## config.mk

```make
export PLATFORM = sky130hd
export DESIGN_NAME = modal_timer
export DESIGN_NICKNAME = d
export VERILOG_FILES = /design/src/rtl/modal_timer_pkg.sv /design/src/rtl/timer_tick_gate.sv /design/src/rtl/timer_count_core.sv /design/src/rtl/timer_ovf_flag.sv /design/src/rtl/modal_timer.sv
export SDC_FILE = /design/constraint.sdc
export NUM_CORES = 1
export LEC_CHECK = 0
export ABC_AREA = 0
export BUFFER_PORTS_ARGS = -buffer_cell sky130_fd_sc_hd__buf_2
export CORE_MARGIN = 5
export CORE_UTILIZATION = 49
export CTS_CLUSTER_SIZE = 25
export DETAILED_ROUTE_END_ITERATION = 10
export PLACE_DENSITY_LB_ADDON = 0.15
export SKIP_CTS_REPAIR_TIMING = 1
export SLEW_MARGIN = 25
export SYNTH_ARGS = -nofsm -noshare
export SYNTH_HDL_FRONTEND = slang
export SYNTH_SLANG_ARGS = --single-unit
```

## constraint.sdc

```tcl
create_clock -name clk_i -period 2.5 [get_ports clk_i]
set_clock_uncertainty 0.05 [all_clocks]
set_input_delay 0.5 -clock clk_i [delete_from_list [all_inputs] [get_ports clk_i]]
set_output_delay 0.5 -clock clk_i [all_outputs]
set_load 0.1 [all_outputs]
```

## src/rtl/modal_timer_pkg.sv

```systemverilog
package modal_timer_pkg;

   typedef enum logic [1:0] {
      MODE_HALT = 2'b00,
      MODE_UP   = 2'b01,
      MODE_FREE = 2'b10,
      MODE_UPDN = 2'b11
   } cnt_mode_e;

   typedef enum logic [1:0] {
      SRC_EXT     = 2'b00,
      SRC_INT_A   = 2'b01,
      SRC_INT_B   = 2'b10,
      SRC_EXT_INV = 2'b11
   } tick_src_e;

   localparam int NUM_SRC = 4;

endpackage

```

## src/rtl/timer_tick_gate.sv

```systemverilog
module timer_tick_gate
   import modal_timer_pkg::*;
#(
   parameter int DIV_BITS = 2
) (
   input  logic                clk_i,
   input  logic                rst_ni,
   input  logic                clr_i,
   input  tick_src_e           src_i,
   input  logic [DIV_BITS-1:0] div_i,
   input  logic                ext_tick_i,
   input  logic                int_a_tick_i,
   input  logic                int_b_tick_i,
   output logic                adv_o
);

   localparam int PRE_W = (1 << DIV_BITS) - 1;

   if (DIV_BITS < 1 || DIV_BITS > 3) begin : g_bad_div
      $error("timer_tick_gate: DIV_BITS must lie in 1..3");
   end

   logic [NUM_SRC-1:0] src_vec;
   logic               src_tick;
   logic [PRE_W-1:0]   pre_q;
   logic [PRE_W-1:0]   mask;

   assign src_vec  = {~ext_tick_i, int_b_tick_i, int_a_tick_i, ext_tick_i};
   assign src_tick = src_vec[src_i];
   assign mask     = PRE_W'((1 << div_i) - 1);
   assign adv_o    = src_tick && ((pre_q & mask) == mask);

   always_ff @(posedge clk_i or negedge rst_ni) begin
      if (!rst_ni) begin
         pre_q <= '0;
      end else if (clr_i) begin
         pre_q <= '0;
      end else if (src_tick) begin
         pre_q <= pre_q + 1'b1;
      end
   end

   // clear restarts the prescaler
   assert_pre_restart_R8 : assert property (@(posedge clk_i) disable iff (!rst_ni)
      clr_i |=> pre_q == '0);

   // without a source tick there is no advance and the prescaler keeps its phase
   assert_pre_idle_R6 : assert property (@(posedge clk_i) disable iff (!rst_ni)
      (!src_tick && !clr_i) |=> pre_q == $past(pre_q));

endmodule

```

## src/rtl/timer_count_core.sv

```systemverilog
module timer_count_core
   import modal_timer_pkg::*;
#(
   parameter int CNT_W = 16
) (
   input  logic             clk_i,
   input  logic             rst_ni,
   input  logic             clr_i,
   input  logic             adv_i,
   input  cnt_mode_e        mode_i,
   input  logic [CNT_W-1:0] period_i,
   output logic [CNT_W-1:0] count_o,
   output logic             down_o,
   output logic             wrap_o
);

   localparam logic [CNT_W-1:0] CNT_MAX = '1;
   localparam logic [CNT_W-1:0] CNT_ONE = CNT_W'(1);

   logic [CNT_W-1:0] cnt_q, cnt_d;
   logic             down_q, down_d;
   logic             wrap;

   always_comb begin
      cnt_d  = cnt_q;
      down_d = down_q;
      wrap   = 1'b0;
      if (clr_i) begin
         cnt_d  = '0;
         down_d = 1'b0;
      end else if (adv_i) begin
         unique case (mode_i)
            MODE_HALT: ;
            MODE_UP: begin
               if (cnt_q >= period_i) begin
                  cnt_d = '0;
                  wrap  = 1'b1;
               end else begin
                  cnt_d = cnt_q + 1'b1;
               end
            end
            MODE_FREE: begin
               cnt_d = cnt_q + 1'b1;
               wrap  = (cnt_q == CNT_MAX);
            end
            MODE_UPDN: begin
               if (!down_q && cnt_q < period_i) begin
                  cnt_d = cnt_q + 1'b1;
               end else if (cnt_q == '0) begin
                  down_d = 1'b0;
                  wrap   = 1'b1;
               end else begin
                  cnt_d = cnt_q - 1'b1;
                  if (cnt_q == CNT_ONE) begin
                     down_d = 1'b0;
                     wrap   = 1'b1;
                  end else begin
                     down_d = 1'b1;
                  end
               end
            end
            default: ;
         endcase
      end
   end

   always_ff @(posedge clk_i or negedge rst_ni) begin
      if (!rst_ni) begin
         cnt_q  <= '0;
         down_q <= 1'b0;
      end else begin
         cnt_q  <= cnt_d;
         down_q <= down_d;
      end
   end

   assign count_o = cnt_q;
   assign down_o  = down_q;
   assign wrap_o  = wrap;

   assert_halt_hold_R2 : assert property (@(posedge clk_i) disable iff (!rst_ni)
      (mode_i == MODE_HALT && !clr_i) |=> cnt_q == $past(cnt_q));

   assert_up_step_R3 : assert property (@(posedge clk_i) disable iff (!rst_ni)
      (adv_i && !clr_i && mode_i == MODE_UP && cnt_q < period_i)
      |=> cnt_q == $past(cnt_q) + 1'b1);

   assert_free_wrap_R4 : assert property (@(posedge clk_i) disable iff (!rst_ni)
      (adv_i && !clr_i && mode_i == MODE_FREE && cnt_q == CNT_MAX) |=> cnt_q == '0);

   assert_updn_turn_R5 : assert property (@(posedge clk_i) disable iff (!rst_ni)
      (adv_i && !clr_i && mode_i == MODE_UPDN && !down_q && cnt_q >= period_i
       && cnt_q > CNT_ONE) |=> down_q);

   assert_clear_R8 : assert property (@(posedge clk_i) disable iff (!rst_ni)
      clr_i |=> (cnt_q == '0 && !down_q));

endmodule

```

## src/rtl/timer_ovf_flag.sv

```systemverilog
module timer_ovf_flag (
   input  logic clk_i,
   input  logic rst_ni,
   input  logic set_i,
   input  logic clr_i,
   output logic flag_o
);

   logic flag_q;

   always_ff @(posedge clk_i or negedge rst_ni) begin
      if (!rst_ni) begin
         flag_q <= 1'b0;
      end else if (set_i) begin
         flag_q <= 1'b1;
      end else if (clr_i) begin
         flag_q <= 1'b0;
      end
   end

   assign flag_o = flag_q;

   assert_flag_set_R9 : assert property (@(posedge clk_i) disable iff (!rst_ni)
      set_i |=> flag_q);

   assert_flag_sticky_R9 : assert property (@(posedge clk_i) disable iff (!rst_ni)
      (flag_q && !clr_i) |=> flag_q);

endmodule

```

## src/rtl/modal_timer.sv

```systemverilog
module modal_timer
   import modal_timer_pkg::*;
#(
   parameter int CNT_W    = 16,
   parameter int DIV_BITS = 2
) (
   input  logic                clk_i,
   input  logic                rst_ni,
   input  logic [1:0]          mode_i,
   input  logic [DIV_BITS-1:0] div_i,
   input  logic [1:0]          src_i,
   input  logic                clr_i,
   input  logic [CNT_W-1:0]    period_i,
   input  logic                ext_tick_i,
   input  logic                int_a_tick_i,
   input  logic                int_b_tick_i,
   input  logic                ie_i,
   input  logic                flag_clr_i,
   output logic [CNT_W-1:0]    count_o,
   output logic                down_o,
   output logic                period_hit_o,
   output logic                zero_hit_o,
   output logic                flag_o,
   output logic                irq_o
);

   if (CNT_W < 2 || CNT_W > 32) begin : g_bad_width
      $error("modal_timer: CNT_W must lie in 2..32");
   end

   logic adv;
   logic wrap;

   timer_tick_gate #(.DIV_BITS(DIV_BITS)) u_tick (
      .clk_i        (clk_i),
      .rst_ni       (rst_ni),
      .clr_i        (clr_i),
      .src_i        (tick_src_e'(src_i)),
      .div_i        (div_i),
      .ext_tick_i   (ext_tick_i),
      .int_a_tick_i (int_a_tick_i),
      .int_b_tick_i (int_b_tick_i),
      .adv_o        (adv)
   );

   timer_count_core #(.CNT_W(CNT_W)) u_core (
      .clk_i    (clk_i),
      .rst_ni   (rst_ni),
      .clr_i    (clr_i),
      .adv_i    (adv),
      .mode_i   (cnt_mode_e'(mode_i)),
      .period_i (period_i),
      .count_o  (count_o),
      .down_o   (down_o),
      .wrap_o   (wrap)
   );

   timer_ovf_flag u_flag (
      .clk_i  (clk_i),
      .rst_ni (rst_ni),
      .set_i  (wrap),
      .clr_i  (flag_clr_i),
      .flag_o (flag_o)
   );

   assign irq_o        = flag_o & ie_i;
   assign zero_hit_o   = (count_o == '0);
   assign period_hit_o = (count_o == period_i);

   assert_irq_follow_R10 : assert property (@(posedge clk_i) disable iff (!rst_ni)
      (flag_o && ie_i) |-> irq_o);

   assert_no_tick_wrap_R8 : assert property (@(posedge clk_i) disable iff (!rst_ni)
      (clr_i && !flag_o && !flag_clr_i) |=> !flag_o);

endmodule

```

; Yosys cells after proc, flatten, opt, wreduce, memory -nomap -nowiden
; Cells that the tools add are included.
[classes]
eq_ne = 9
mux = 25
shift = 1
n_addsub = 4
n_bitwise = 3
reduce_logical = 11
magnitude_cmp = 3
[op_table]
columns = op, count
row1 = two-way mux 16 bit, 5
row2 = case mux 16 bit (3 select lines), 1
row3 = "adder 16 x 1 -> 16 bit, second input constant", 1
row4 = "== test 16 x 1 -> 1 bit, second input constant", 1
row5 = == test 16 bit, 1
row6 = "== test 16 bit, second input constant", 1
row7 = greater-or-equal comparator 16 bit, 1
row8 = zero test 16 bit, 1
row9 = less-than comparator 16 bit, 1
row10 = "subtractor 16 x 1 -> 16 bit, second input constant", 1
row11 = two-way mux 1 bit, 15
row12 = nonzero test 2 bit, 4
row13 = two-way mux 3 bit, 2
row14 = AND reduction 3 bit, 2
row15 = "== test 2 bit, second input constant", 2
row16 = "!= test 4 x 3 -> 1 bit, second input constant", 1
row17 = nonzero test 4 bit, 1
row18 = "adder 3 x 1 -> 3 bit, second input constant", 1
row19 = bitwise AND 3 bit, 1
row20 = == test 3 bit, 1
row21 = "less-than comparator 2 x 3 -> 1 bit, second input constant", 1
row22 = case mux 1 bit (3 select lines), 1
row23 = "<< shifter 1 x 2 -> 3 bit, first input constant", 1
row24 = "subtractor 3 x 2 -> 3 bit, second input constant", 1
row25 = other kinds (7), 8
[totals]
out_inout_bits = 21
inputBits = 30
wordCells = 60
ff_bits = 21

; Logic depth before layout (Yosys ltp)
; Gate-level depths: netlist of run 1.
[logic_depth]
ltp_word = 8
ltp_mapped = 10

; By module
; Synthesis of run 1 repeated with hierarchy kept, for this count alone.
[unflattened]
hier_cells = 325
hier_area_um2 = 2680.1
[modules_own_cells]
columns = mod, cells_per_inst, instances, area_each_um2
row1 = timer_count_core, 270, 1, 2205.9
row2 = timer_tick_gate, 25, 1, 220.2
row3 = modal_timer, 27, 1, 217.7
row4 = timer_ovf_flag, 3, 1, 36.3

; Worst setup path after synthesis of run 1
; OpenSTA, ideal clock, no wires.
[synth_path]
path_type = reg2reg
startpoint = reg u_core.cnt_q[14], in the netlist u_core.count_o[14]
endpoint = reg u_core.cnt_q[11], in the netlist u_core.count_o[11]
arrival_time_ps = 5759
required_ps = 2330
path_buffers = 1
path_stages_with_launch = 10
setup_ps = 120
slack_ps = -3429
path_cell_list = dfrtp_1 -> ha_1 -> nand4_1 -> or2_1 -> nor4_1 -> o21a_2 -> or3_4 -> buf_4 -> o21ai_0 -> a21bo_1
[synth_via]
elab_chain_cells = 6
elab_cells_between_ends = 11
[synth_rtl]
columns = item, line
row1 = from (decl), timer_count_core.sv:20  ; logic [CNT_W-1:0] cnt_q, cnt_d;
row2 = from (signal assigned), timer_count_core.sv:72  ; cnt_q <= cnt_d;
row3 = less-than comparator 16 bit, timer_count_core.sv:47  ; if (!down_q && cnt_q < period_i) begin
row4 = logical AND 1 bit, timer_count_core.sv:47
row5 = two-way mux 16 bit, timer_count_core.sv:47
row6 = case mux 16 bit (3 select lines), timer_count_core.sv:32  ; unique case (mode_i)
row7 = two-way mux 16 bit, timer_count_core.sv:31  ; end else if (adv_i) begin
row8 = two-way mux 16 bit, timer_count_core.sv:28  ; if (clr_i) begin
; Several ways; a longest one is shown, not always the timed one. The select of a mux whose other input is x is not followed.
; A chain may end at the register's enable or synchronous reset.

; Worst setup path after layout of run 1
[layout_path]
startpoint = reg u_core.cnt_q[14], in the netlist u_core.count_o[14]
endpoint = reg u_core.cnt_q[4], in the netlist u_core.count_o[4]
; The elaborated chain is that of the path after synthesis.

==> results.py, run 1 <==
metrics = {
    "global_route": {
        "grt-ovfl-total": 0,
        "grt_max_degree": 22,
        "antenna_found_initial": 0,
        "grt_first_pass_wirelength_um": 10800,
        "grt_usage_pct": 21.8,
        "grt_pass1_vias": 2274,
    },
    "timing": {
        "clock.fmax_mhz": 364,
        "fin_crit_ns": 2.75,
        "worst_slack_ns": -0.251,
        "period_share_pct": 110,
        "finalSetupViolations": 19,
        "rsz0062_at_grt": "true",
        "worst_slew_pin_slew_ns": 0.510,
        "relSlewSlack_pct": 65.8,
        "hold_viol": 0,
        "whs_ns": 0.137,
        "slew_viol_final": 0,
        "setup_tns_ns": -3.15,
    },
    "power": {
        "powerDensity_nw_per_um2": 265,
        "p_leak_nw": 1.56,
        "p_clk_share_pct": 27.9,
        "p_comb_share_pct": 32.2,
        "power.share.switching_pct": 34.8,
        "seqPwrFrac_pct": 39.9,
        "switchingPower_uw": 308,
        "ir_worst_vdd_uv": 214,
        "intPower_uw": 577,
    },
    "cells_and_area": {
        "area_delta_synth_final_pct": 55.9,
        "final_layout_size_suffix_gt1_share_pct": 50.4,
        "layout.nets": 415,
        "final_core_utilization_pct": 77.9,
        "antenna_cells": 0,
        "finalInstanceArea_um2": 3350,
    },
    "synthesis": {
        "yosysSeqAreaShare_pct": 24.5,
        "synth_ff_type": "dfrtp_1",
        "synth_area_um2": 2150,
        "postSynthCellCount": 259,
        "async_reset_ff_share_pct": 100,
        "synth_seq_cells": 21,
        "yosysUniqueCellTypes": 57,
        "yosys_warnings": 0,
        "synth_edf_count": 0,
        "syn_nets": 310,
        "syn-mean-instance-area_um2": 8.29,
    },
    "worst_setup_path": {
        "rr_startpoint": "u_core.count_o[14]$_DFFE_PN0P_",
        "arrival_ns": 2.86,
        "worstPathMaxFanout": 6,
        "ff2ff_path_depth": 11,
        "timing.rr.end": "u_core.count_o[4]$_DFFE_PN0P_",
        "crit_required_ns": 2.61,
        "crit_slowest_cell": "dfrtp_4",
        "worstPathCellList": "ha_4 > nand4_1 > buf_4 > nor3_4 > nor4_4 > buf_4 > a21oi_4 > buf_4 > mux2_2 > a21oi_2 > o2bb2ai_1",
        "worstSetupPathType": "reg -> reg",
        "cpMostUsedCell": "buf_4",
        "worst_setup_path_end_kind": "flip-flop",
        "path_buf_inv": 3,
        "path_delay_family": "buffers and inverters",
        "rrSetupSlack_ns": -0.25,
        "worst_setup_path_start_kind": "flip-flop",
        "cp_slowest_stage_delay_ns": 0.50,
    },
    "route": {
        "vias_per_cell": 5.72,
        "drtIter0Drc": 178,
        "firstDrtPassIters": 4,
        "antenna_left": 0,
        "vias": 2374,
        "wl_per_cell_um": 16.8,
        "drc_errors": 0,
        "finalWirelength_um": 6970,
    },
    "cts": {
        "root_buffer": "clkbuf_8",
        "cts_buffers": 3,
        "clockBufferDepth": 2,
        "htreeDepth": 1,
        "clock_sinks": 21,
        "cts_tree": "done",
        "clkLatencyLatePin_ns": 0.27,
        "path_clk_slew_ns": 0.09,
    },
    "floorplan": {
        "dieWidth_um": 76.2,
        "start_util_pct": 50.0,
        "dieArea_um2": 5810,
        "io_pins": 51,
        "coreArea_um2": 4290,
        "rows": 24,
        "die_y_um": 76.2,
    },
    "flow_run": {
        "cap_viol_max_count": 0,
    },
    "min_path": {
        "hp-class": "in -> async",
    },
    "outcome": {
        "status": "complete, but fails checks",
        "failed_checks": "negative setup slack",
    },
    "placement": {
        "place_area_um2": 2950,
        "gp_congestion": 0.866,
        "dp.final_hpwl_um": 5050,
        "io_buffers": 50,
        "pre_cts_ws_ns": -0.465,
    },
}
==> per-stage QoR <==
step	total power [mW]	std cells
floorplan	0.509	259
detailed placement	0.609	400
global route	0.932	415
CTS	0.852	404
finish	0.886	415
global placement	0.603	400
==> metal layers <==
layer,GRT usage [%],share of wire (%),routed length [µm],vias to the layer above
met2,38.9,53,3680,74
met5,0,0,0,-
met3,2.25,5.1,352,9
met1,27.5,41,2840,1139
met4,6.64,1.4,101,0
li1,-,-,-,1152
==> power groups by stage <==
stage                     Combinational (mW)  Clock [mW]  Sequential (mW)
final                                  0.286       0.247            0.353
after floorplan                        0.134           0            0.375
after CTS                              0.249       0.249            0.353
after global routing                   0.311       0.266            0.354
after global placement                 0.242           0            0.360
after detailed placement               0.248           0            0.361
==> cells in the mapped netlist, drive strengths merged, types with 5 or more instances <==
cell type  instances  share of area, %
nor3              11               2.6
nand4              5               1.5
nor2              24               5.0
o21ai              6               1.4
nand3             11               2.6
inv               33               5.8
o21bai             8               2.8
nand2              9               1.6
or3                9               3.3
buf                6               2.1
mux2i             14               6.5
ha                21                12
a211oi             5               2.0
dfrtp             21                24
a21oi             18               4.7
nor4              13               4.1
==> cell usage in the layout (no fill, tap or decap), types with 3 or more instances in the layout <==
cell type	Yosys	layout
buf_6	2	7
a21oi_1	17	9
nand4_1	5	5
dfrtp_4	0	10
inv_1	32	31
o2bb2ai_1	4	4
ha_4	0	7
buf_2	3	48
ha_1	21	14
and3_1	3	3
or3_1	6	6
clkbuf_8	1	3
mux2i_1	14	8
o21bai_1	8	5
mux2i_2	0	4
a211oi_4	0	3
nand3_1	11	10
buf_12	0	3
nor4_1	12	10
nand2_1	9	9
buf_4	1	48
dfrtp_1	21	5
a21oi_2	0	8
nor3_1	11	8
dfrtp_2	0	6
or3_4	3	3
nor2_1	23	23
o21ai_1	2	4
nor4_4	0	3
==> worst max-delay path by stage <==
| stage | startpoint | end | slack [ns] | cells after the start |
|---|---|---|---|---|
| finish | u_core.count_o[14]$_DFFE_PN0P_ | u_core.count_o[4]$_DFFE_PN0P_ | -0.25 | 11 |
| global placement | period_i[6] | u_core.count_o[14]$_DFFE_PN0P_ | -0.44 | 10 |
| global route | u_core.count_o[14]$_DFFE_PN0P_ | u_core.count_o[4]$_DFFE_PN0P_ | -0.35 | 11 |
| CTS | u_core.count_o[5]$_DFFE_PN0P_ | u_core.count_o[14]$_DFFE_PN0P_ | -0.38 | 8 |
| floorplan | u_core.count_o[14]$_DFFE_PN0P_ | u_core.count_o[15]$_DFFE_PN0P_ | -0.79 | 9 |
| detailed placement | period_i[6] | u_core.count_o[14]$_DFFE_PN0P_ | -0.46 | 10 |
==> logic make-up after synthesis <==
logic type / after synthesis / share of synthesized area [%]
adder cells (fa/ha/maj): 21 / 12.2
multiplexers: 15 / 7.05
AO/OA/AOI/OAI: 56 / 18.5
buffers and inverters: 42 / 8.86
XOR/XNOR: 3 / 1.22
flip-flops: 21 / 24.5
AND/OR/NAND/NOR: 101 / 27.6
==> flip-flops by register name (all words and copies together) (netlist names) <==
register,cells
u_flag.flag_o,1
u_core.down_o,1
u_core.count_o,16
u_tick.pre_q,3
==> cell type report <==
| cell class | instances | area [µm²] |
|---|---|---|
| Sequential cell | 21 | 571 |
| Timing Repair Buffer | 107 | 754 |
| Multi-Input combinational cell | 198 | 1780 |
| Tap cell | 52 | 65.1 |
| Clock inverter | 1 | 5.00 |
| Clock buffer | 3 | 41.3 |
| Inverter | 33 | 128 |
| Fill cell | 295 | 947 |
Power figures use the tool's default switching activity.
==> run 2, diff against run 1 <==
--- a/config.mk
+++ b/config.mk
@@ -7,8 +7,9 @@
 export LEC_CHECK = 0
 export ABC_AREA = 0
 export BUFFER_PORTS_ARGS = -buffer_cell sky130_fd_sc_hd__buf_2
+export CAP_MARGIN = 20
 export CORE_MARGIN = 5
-export CORE_UTILIZATION = 49
+export CORE_UTILIZATION = 54
 export CTS_CLUSTER_SIZE = 25
 export DETAILED_ROUTE_END_ITERATION = 10
 export PLACE_DENSITY_LB_ADDON = 0.15
==> constraint.sdc (replaced) <==
create_clock -name clk_i -period 3.1 [get_ports clk_i]
set_clock_uncertainty 0.05 [all_clocks]
set_input_delay 0.62 -clock clk_i [delete_from_list [all_inputs] [get_ports clk_i]]
set_output_delay 0.62 -clock clk_i [all_outputs]
set_load 0.1 [all_outputs]
==> results.py, run 2 (synthesized netlist as in run 1, its figures left out) <==
metrics = {
    "outcome": {
        "status": "complete, no violations",
    },
    "worst_setup_path": {
        "crit_slowest_cell": "or4_4",
        "ff2ff_path_depth": 9,
        "rr_startpoint": "u_core.count_o[14]$_DFFE_PN0P_",
        "worstSetupPathType": "reg -> out",
        "worst_setup_path_end_kind": "output port",
        "path_delay_family": "simple AND/OR/NAND/NOR gates",
        "worstPathMaxFanout": 7,
        "arrival_ns": 2.24,
        "path_buf_inv": 2,
        "rrSetupSlack_ns": 0.20,
        "cp-startpoint": "u_core.count_o[6]$_DFFE_PN0P_",
        "crit_required_ns": 2.43,
        "worstPathCellList": "or4_4 > nor4b_2 > nand3_1 > inv_1 > buf_12",
        "cp_slowest_stage_delay_ns": 0.59,
        "worst_setup_path_start_kind": "flip-flop",
        "timing.rr.end": "u_core.count_o[14]$_DFFE_PN0P_",
    },
    "placement": {
        "dp.final_hpwl_um": 4420,
        "io_buffers": 50,
        "dp_cells": 360,
        "pre_cts_ws_ns": 0.00554,
        "gp_congestion": 0.899,
    },
    "power": {
        "p_comb_share_pct": 26.6,
        "p_leak_nw": 1.21,
        "p_clk_share_pct": 28.9,
        "power.share.switching_pct": 32.7,
        "intPower_uw": 436,
        "ir_worst_vdd_uv": 195,
        "seqPwrFrac_pct": 44.4,
        "switchingPower_uw": 212,
        "powerDensity_nw_per_um2": 243,
    },
    "cells_and_area": {
        "fin_cells": 364,
        "final_cell_mix": "buf_2 (48), inv_1 (32), nor2_1 (23)",
        "final_common_cell": "buf_2",
        "area_delta_synth_final_pct": 24.0,
        "layout.nets": 366,
        "final_core_utilization_pct": 68.0,
        "largest_reg_flops": 16,
        "antenna_cells": 0,
        "final_layout_size_suffix_gt1_share_pct": 33.4,
    },
    "cts": {
        "clockBufferDepth": 2,
        "path_clk_slew_ns": 0.08,
        "root_buffer": "clkbuf_8",
        "clock_sinks": 21,
        "cts_tree": "done",
        "cts_buffers": 3,
        "clkLatencyLatePin_ns": 0.26,
        "htreeDepth": 1,
    },
    "global_route": {
        "antenna_found_initial": 0,
        "grt_pass1_vias": 2008,
        "grt_first_pass_wirelength_um": 9420,
        "grt_usage_pct": 22.4,
        "grt-ovfl-total": 0,
        "grt_max_degree": 22,
    },
    "timing": {
        "hold_viol": 0,
        "finalSetupViolations": 0,
        "period_share_pct": 93.9,
        "clock.fmax_mhz": 343,
        "slew_viol_final": 0,
        "setup_tns_ns": 0,
        "worst_slew_pin_slew_ns": 0.515,
        "rsz0062_at_grt": "false",
        "fin_crit_ns": 2.91,
        "relSlewSlack_pct": 65.4,
        "worst_slack_ns": 0.189,
    },
    "route": {
        "finalWirelength_um": 5660,
        "antenna_left": 0,
        "firstDrtPassIters": 5,
        "wl_per_cell_um": 15.5,
        "vias_per_cell": 6.01,
        "vias": 2188,
        "drc_errors": 0,
        "drtIter0Drc": 94,
    },
    "min_path": {
        "hp-class": "in -> async",
    },
    "floorplan": {
        "coreArea_um2": 3910,
        "io_pins": 51,
        "start_util_pct": 54.9,
        "rows": 23,
        "die_y_um": 73.1,
        "dieArea_um2": 5340,
        "dieWidth_um": 73.1,
    },
    "flow_run": {
        "cap_viol_max_count": 0,
    },
}
[run 2: layout make-up]
class                           count  area, µm²
Clock buffer                        3       41.3
Tap cell                           50       62.6
Multi-Input combinational cell    196       1510
Fill cell                         326       1250
Clock inverter                      1       5.00
Sequential cell                    21        563
Inverter                           33        124
Timing Repair Buffer               60        355
[run 2: how the worst max path moves through the flow]
stage / to / slack [ns] / depth (start not counted)
floorplan: u_core.count_o[15]$_DFFE_PN0P_ / -0.19 / 9
global placement: u_core.count_o[14]$_DFFE_PN0P_ / 0.08 / 11
detailed placement: u_core.count_o[14]$_DFFE_PN0P_ / 0.006 / 11
CTS: u_core.count_o[14]$_DFFE_PN0P_ / 0.19 / 9
global route: u_core.down_o$_DFFE_PN0P_ / 0.004 / 9
finish: zero_hit_o / 0.19 / 5
[run 2: through the flow]
step	cell area (µm²)	hold slack (ns)	total power, mW
6_report	2660	0.266	0.648
5_1_grt	2660	0.302	0.687
4_1_cts	2660	0.286	0.649
3_5_place_dp	2620	0.477	0.465
3_3_place_gp	2620	0.472	0.462
2_1_floorplan	2270	0.274	0.408
[run 2: per-layer routing]
layer  routed length, µm  part of all wire, %  track usage (%)  vias to the layer above
met2                2680                   47             36.3                       95
met3                 419                  7.4             2.75                       20
met4                 157                  2.8             7.99                        0
met1                2400                   42             30.4                     1021
li1                    -                    -                -                     1052
met5                   0                    0                0                        -
[run 2: worst register-to-register path, delay by kind of cell (launching register included)]
family | cells | cell delay, ns
compound gates | 2 | 0.53
fa+ha+maj | 1 | 0.29
flops | 1 | 0.54
simple gates | 5 | 1.17
buf+inv | 1 | 0.22
[run 2: power groups by stage]
stage	logic, mW	clock network (mW)	registers, mW
2_1_floorplan	0.105	0	0.302
3_3_place_gp	0.168	0	0.293
3_5_place_dp	0.172	0	0.293
4_1_cts	0.172	0.189	0.288
5_1_grt	0.192	0.207	0.289
6_report	0.173	0.187	0.288
